$ cat src/rtl/rxring_pkg.sv
package rxring_pkg;
  parameter int PG_W   = 8;
  parameter int OFS_W  = 8;
  localparam int ADDR_W = PG_W + OFS_W;

  typedef logic [PG_W-1:0]   page_t;
  typedef logic [ADDR_W-1:0] baddr_t;

  typedef enum logic [1:0] {RX_IDLE, RX_FILL, RX_DROP} rx_state_e;

  // page after p, wrapping from the last ring page to the first
  function automatic page_t pg_next(page_t p, page_t lo, page_t hi);
    page_t n;
    n = p + page_t'(1);
    return (n == hi) ? lo : n;
  endfunction

  // page before p, wrapping from the first ring page to the last
  function automatic page_t pg_prev(page_t p, page_t lo, page_t hi);
    return (p == lo) ? (hi - page_t'(1)) : (p - page_t'(1));
  endfunction

  function automatic logic pg_in_ring(page_t p, page_t lo, page_t hi);
    return (p >= lo) && (p < hi);
  endfunction

  // byte address plus step, folded back by the ring size past the stop
  function automatic baddr_t addr_adv(baddr_t a, logic [2:0] step,
                                      page_t lo, page_t hi);
    logic [ADDR_W:0] s;
    logic [ADDR_W:0] top;
    logic [ADDR_W:0] span;
    s    = {1'b0, a} + {{(ADDR_W-2){1'b0}}, step};
    top  = {1'b0, hi, {OFS_W{1'b0}}};
    span = top - {1'b0, lo, {OFS_W{1'b0}}};
    if (s >= top) s = s - span;
    return s[ADDR_W-1:0];
  endfunction
endpackage

$ cat src/rtl/rxring_wr_ctl.sv
module rxring_wr_ctl
  import rxring_pkg::*;
#(
  parameter page_t START_PG = 8'h46,
  parameter page_t STOP_PG  = 8'h60
) (
  input  logic   clk,
  input  logic   rst_n,
  input  logic   rx_begin,
  input  logic   rx_byte,
  input  logic   rx_end,
  input  page_t  bnry,
  output logic   wr_en,
  output baddr_t wr_addr,
  output page_t  curr,
  output logic   ovf,
  output logic   commit,
  output logic   drop
);
  rx_state_e st;
  baddr_t    wr_ptr;
  page_t     wr_pg;
  page_t     end_pg;
  logic      hit_bnry;

  assign wr_pg    = wr_ptr[ADDR_W-1:OFS_W];
  assign hit_bnry = (wr_pg == bnry);
  assign end_pg   = (wr_ptr[OFS_W-1:0] == '0) ? wr_pg
                                              : pg_next(wr_pg, START_PG, STOP_PG);

  assign wr_en   = rx_byte && !rx_begin && (st == RX_FILL) && !hit_bnry;
  assign wr_addr = wr_ptr;
  assign commit  = rx_end && !rx_begin && (st == RX_FILL) && (end_pg != bnry);
  assign drop    = rx_end && !rx_begin &&
                   ((st == RX_DROP) || ((st == RX_FILL) && (end_pg == bnry)));

  always_ff @(posedge clk) begin
    if (!rst_n) begin
      st     <= RX_IDLE;
      wr_ptr <= {START_PG, {OFS_W{1'b0}}};
      curr   <= START_PG;
      ovf    <= 1'b0;
    end else if (rx_begin) begin
      st     <= RX_FILL;
      wr_ptr <= {curr, {OFS_W{1'b0}}};
    end else if (rx_end) begin
      st <= RX_IDLE;
      if (commit) begin
        curr <= end_pg;
        ovf  <= 1'b0;
      end else if (drop) begin
        ovf  <= 1'b1;
      end
    end else if (rx_byte && st == RX_FILL) begin
      if (hit_bnry) st <= RX_DROP;
      else          wr_ptr <= addr_adv(wr_ptr, 3'd1, START_PG, STOP_PG);
    end
  end
endmodule

$ cat src/rtl/rxring_bnry_reg.sv
module rxring_bnry_reg
  import rxring_pkg::*;
#(
  parameter page_t START_PG = 8'h46,
  parameter page_t STOP_PG  = 8'h60
) (
  input  logic  clk,
  input  logic  rst_n,
  input  logic  host_wr,
  input  page_t host_page,
  output page_t bnry
);
  logic accept;
  assign accept = host_wr && pg_in_ring(host_page, START_PG, STOP_PG);

  always_ff @(posedge clk) begin
    if (!rst_n)      bnry <= STOP_PG - page_t'(1);
    else if (accept) bnry <= pg_prev(host_page, START_PG, STOP_PG);
  end
endmodule

$ cat src/rtl/rxring_dma_rd.sv
module rxring_dma_rd
  import rxring_pkg::*;
#(
  parameter page_t START_PG = 8'h46,
  parameter page_t STOP_PG  = 8'h60
) (
  input  logic   clk,
  input  logic   rst_n,
  input  logic   load,
  input  baddr_t load_addr,
  input  logic   rd,
  output logic   rd_en,
  output baddr_t rd_addr
);
  baddr_t ptr;

  assign rd_en   = rd && !load;
  assign rd_addr = ptr;

  always_ff @(posedge clk) begin
    if (!rst_n)     ptr <= {START_PG, {OFS_W{1'b0}}};
    else if (load)  ptr <= load_addr;
    else if (rd)    ptr <= addr_adv(ptr, 3'd2, START_PG, STOP_PG);
  end
endmodule

$ cat src/rtl/rxring_ptr_ctl.sv
module rxring_ptr_ctl
  import rxring_pkg::*;
#(
  parameter page_t START_PG = 8'h46,
  parameter page_t STOP_PG  = 8'h60
) (
  input  logic              clk,
  input  logic              rst_n,
  input  logic              rx_begin,
  input  logic              rx_byte,
  input  logic              rx_end,
  input  logic              host_rd_wr,
  input  logic [PG_W-1:0]   host_rd_page,
  input  logic              dma_load,
  input  logic [ADDR_W-1:0] dma_load_addr,
  input  logic              dma_rd,
  output logic              sram_wr_en,
  output logic [ADDR_W-1:0] sram_wr_addr,
  output logic              sram_rd_en,
  output logic [ADDR_W-1:0] sram_rd_addr,
  output logic [PG_W-1:0]   curr_page,
  output logic [PG_W-1:0]   bnry_page,
  output logic              overflow,
  output logic              buf_empty
);
  page_t bnry;
  page_t curr;
  logic  pkt_commit;
  logic  pkt_drop;

  rxring_bnry_reg #(.START_PG(START_PG), .STOP_PG(STOP_PG)) u_bnry (
    .clk(clk), .rst_n(rst_n), .host_wr(host_rd_wr),
    .host_page(host_rd_page), .bnry(bnry)
  );

  rxring_wr_ctl #(.START_PG(START_PG), .STOP_PG(STOP_PG)) u_wr (
    .clk(clk), .rst_n(rst_n), .rx_begin(rx_begin), .rx_byte(rx_byte),
    .rx_end(rx_end), .bnry(bnry), .wr_en(sram_wr_en), .wr_addr(sram_wr_addr),
    .curr(curr), .ovf(overflow), .commit(pkt_commit), .drop(pkt_drop)
  );

  rxring_dma_rd #(.START_PG(START_PG), .STOP_PG(STOP_PG)) u_dma (
    .clk(clk), .rst_n(rst_n), .load(dma_load), .load_addr(dma_load_addr),
    .rd(dma_rd), .rd_en(sram_rd_en), .rd_addr(sram_rd_addr)
  );

  assign curr_page = curr;
  assign bnry_page = bnry;
  assign buf_empty = (pg_next(bnry, START_PG, STOP_PG) == curr);
endmodule

$ cat config.mk
export PLATFORM = sky130hd
export DESIGN_NAME = rxring_ptr_ctl
export DESIGN_NICKNAME = d
export VERILOG_FILES = /design/src/rtl/rxring_pkg.sv /design/src/rtl/rxring_wr_ctl.sv /design/src/rtl/rxring_bnry_reg.sv /design/src/rtl/rxring_dma_rd.sv /design/src/rtl/rxring_ptr_ctl.sv
export SDC_FILE = /design/constraint.sdc
export NUM_CORES = 1
export LEC_CHECK = 0
export CORE_MARGIN = 1.5
export CORE_UTILIZATION = 36
export CTS_BUF_LIST = sky130_fd_sc_hd__clkbuf_8
export DETAILED_ROUTE_END_ITERATION = 12
export DONT_BUFFER_PORTS = 1
export GPL_TIMING_DRIVEN = 0
export SETUP_SLACK_MARGIN = 0.4
export SKIP_LAST_GASP = 1
export SYNTH_ARGS = -nofsm -noshare
export SYNTH_HDL_FRONTEND = slang
export SYNTH_SLANG_ARGS = --single-unit
$ cat constraint.sdc
create_clock -name clk -period 5.2 [get_ports clk]
set_clock_uncertainty 0.05 [all_clocks]
set_input_delay 1.04 -clock clk [delete_from_list [all_inputs] [get_ports clk]]
set_output_delay 1.04 -clock clk [all_outputs]
set_load 0.005 [all_outputs]
==> impl_metrics.py <==
metrics = {
    "finish": {
        "syn_to_final_growth_pct": 6.59,
        "layout_commonest_cell": "dfxtp_1",
        "drive_above_1_share": 0.0612,
        "antenna_cells": 0,
        "fin_cells": 699,
        "nets": 596,
        "final_cell_mix": "dfxtp_1, nand2_1, nor2_1",
    },
    "min_path": {
        "min_path_cells": 2,
        "min_path_type": "reg2reg",
        "whs_endpoint": "u_dma.rd_addr[0]",
        "min_from": "u_dma.rd_addr[0]",
    },
    "floorplan": {
        "core_um2": 11300,
        "initial_core_util": 0.367,
        "fp.dieH_um": 111,
        "io_pins": 84,
        "fp.dieArea_um2": 12200,
        "rows": 39,
        "die_w_um": 111,
    },
    "outcome": {
        "status": "finished, final reports clean",
    },
    "setup_path": {
        "worst_setup_path_end_kind": "primary output",
        "critPathKind": "reg2out",
        "path_max_fanout": 10,
        "cp-start-kind": "register",
        "r2r_slack_ns": 2.08,
        "r2r_start": "u_wr.wr_addr[13]",
        "worstPathArrival_ns": 2.92,
        "r2r_cells": 9,
        "r2r_end": "u_wr.wr_addr[9]",
        "cp.required_ns": 4.11,
    },
    "timing": {
        "tightestPinTransition_ns": 0.869,
        "fin_setup_tns_ns": 0,
        "post-route-worst-setup-slack_ns": 1.19,
        "fmax_mhz": 249,
        "finalCriticalPeriod_ns": 4.01,
        "finalSetupViolCount": 0,
        "rsz0062_at_grt": "false",
        "hold_violations": 0,
        "finalMaxSlewViolations": 0,
        "relSlewSlack": 0.415,
        "whs_ns": 0.488,
        "finalCritPeriodShare": 0.771,
    },
    "pwr": {
        "p_comb_frac": 0.201,
        "p_clk_frac": 0.295,
        "power_frac_seq": 0.504,
        "swShare": 0.319,
        "p_int_w": 0.000580,
        "power_w": 0.000851,
        "switchingPower_w": 0.000271,
        "ir_worst_vdd_uv": 108,
        "p_per_area_nw_per_um2": 192,
        "p_leak_nw": 1.57,
    },
    "clock_network": {
        "h-tree-depth": 2,
        "cts_root_buf": "clkbuf_8",
        "ctsResizeCount": 0,
        "cts_setup_buffers": 0,
        "clock_path_buffers": 2,
        "clock_sinks": 51,
        "numCtsBuffers": 5,
        "clk_pin_slew_ns": 0.09,
        "ctsHoldBuffers": 0,
        "cts_tree": "built",
        "clock_latency_ns": 0.33,
    },
    "detailed_routing": {
        "drc": 0,
        "wl_per_cell_um": 18.0,
        "postRouteWirelength_um": 12600,
        "via_count": 4113,
        "vias_per_cell": 5.88,
        "ant_nets": 0,
        "dr.pass1.iters": 7,
        "drt_iter0_drc": 298,
    },
    "global_route": {
        "grt_usage": 0.202,
        "antenna_found_initial": 0,
        "grt_pass1_wl_um": 20000,
        "grt_max_degree": 16,
        "grt_pass1_vias": 3980,
        "grt-ovfl-total": 0,
    },
    "yosys": {
        "synth_edf_count": 0,
        "avgSynthCellArea_um2": 7.59,
        "synth_warnings": 0,
        "synth_nets": 589,
        "ys_seq_elements": 51,
        "ys_seq_area_frac": 0.245,
        "synth_area_leaders": "dfxtp_1, xnor2_1, xor2_1",
        "synthFlopType": "dfxtp_1",
        "synth_top_area_frac": 0.245,
        "ys_async_sr_fraction": 0,
        "synth_top_cell_by_area": "dfxtp_1",
        "syn_inst": 548,
        "ys_types": 62,
        "synth_area_um2": 4160,
    },
    "run": {
        "maxCapViolations": 0,
    },
    "place": {
        "routabilityCongestion": 0.873,
        "hpwl_um": 9640,
        "portBuffers": 0,
        "pre_cts_ws_ns": 1.56,
        "dp.cells": 691,
    },
}
## how the worst max path moves through the flow
stage | from | to | depth (start not counted)
3_5_place_dp | u_bnry.bnry[0] | buf_empty | 9
4_1_cts | u_bnry.bnry[0] | buf_empty | 9
5_1_grt | u_bnry.bnry[0] | buf_empty | 9
6_report | u_bnry.bnry[0] | buf_empty | 9
2_1_floorplan | u_bnry.bnry[0] | buf_empty | 9
3_3_place_gp | u_bnry.bnry[0] | buf_empty | 9
## final cells by class
cell class	instances	area [um^2]
fill	1219	6890
multi-input combinational	444	2920
sequential	51	1020
tap	143	179
buffer	35	156
clock buffer	6	82.6
inverter	18	67.6
clock inverter	2	12.5
## flip-flops by register name, indices dropped and copies added, names as in the netlist
register and count:
u_wr.ovf 1, u_wr.st 2, u_wr.curr 8, u_wr.wr_addr 16
u_bnry.bnry 8, u_dma.rd_addr 16
## layer usage
metal | part of all wire | global-route usage | vias up | wire length, um
met5 | 0 | 0 | - | 0
met4 | 0.028 | 0.0983 | 0 | 347
met3 | 0.069 | 0.0483 | 24 | 865
met2 | 0.47 | 0.327 | 142 | 5860
met1 | 0.44 | 0.252 | 1931 | 5490
li1 | - | - | 2016 | -
## Yosys cell counts (8+ instances only)
| master | count |
|---|---|
| and4_1 | 8 |
| inv_1 | 18 |
| a31oi_1 | 8 |
| o21ai_0 | 28 |
| a21oi_1 | 33 |
| or3_1 | 10 |
| xor2_1 | 32 |
| ha_1 | 9 |
| xnor2_1 | 33 |
| a211oi_1 | 11 |
| clkbuf_1 | 19 |
| nor2_1 | 41 |
| o211ai_1 | 11 |
| nand2_1 | 47 |
| mux2i_1 | 10 |
| buf_2 | 11 |
| and2_1 | 11 |
| nand3_1 | 29 |
| nor3_1 | 20 |
| dfxtp_1 | 51 |
| and3_1 | 8 |
| nand4_1 | 20 |
## logic make-up after synthesis
kind of cell / Yosys count / synth area share
XOR/XNOR: 65 / 0.137
flip-flops: 51 / 0.245
AND/OR/NAND/NOR: 229 / 0.304
multiplexers: 12 / 0.0295
buffers and inverters: 53 / 0.0538
adder cells (fa/ha/maj): 9 / 0.0271
AO/OA/AOI/OAI: 129 / 0.203
## power groups by stage
stage | Clock, W | Sequential [W] | Combinational (W)
CTS | 0.000266 | 0.000428 | 0.000171
global placement | 0 | 0.000437 | 0.000167
finish | 0.000251 | 0.000428 | 0.000171
global route | 0.000277 | 0.000432 | 0.000190
detailed placement | 0 | 0.000438 | 0.000170
floorplan | 0 | 0.000430 | 0.000135
## critical path, stage by stage (launching register included)
cell	delay, ns
dfxtp_1	0.38
clkbuf_1	0.43
nand3_1	0.23
nor2_1	0.27
nand3_1	0.13
xnor2_1	0.20
or3_1	0.38
a21oi_1	0.14
a21oi_1	0.06
nor4_1	0.38
## through the flow
stage,utilization,instance area [um^2]
2_1_floorplan,-,4160
3_3_place_gp,0.383,4340
3_5_place_dp,0.383,4340
4_1_cts,0.392,4430
5_1_grt,0.392,4430
6_report,0.392,4430
No activity file was read; power rests on OpenSTA's default activity.
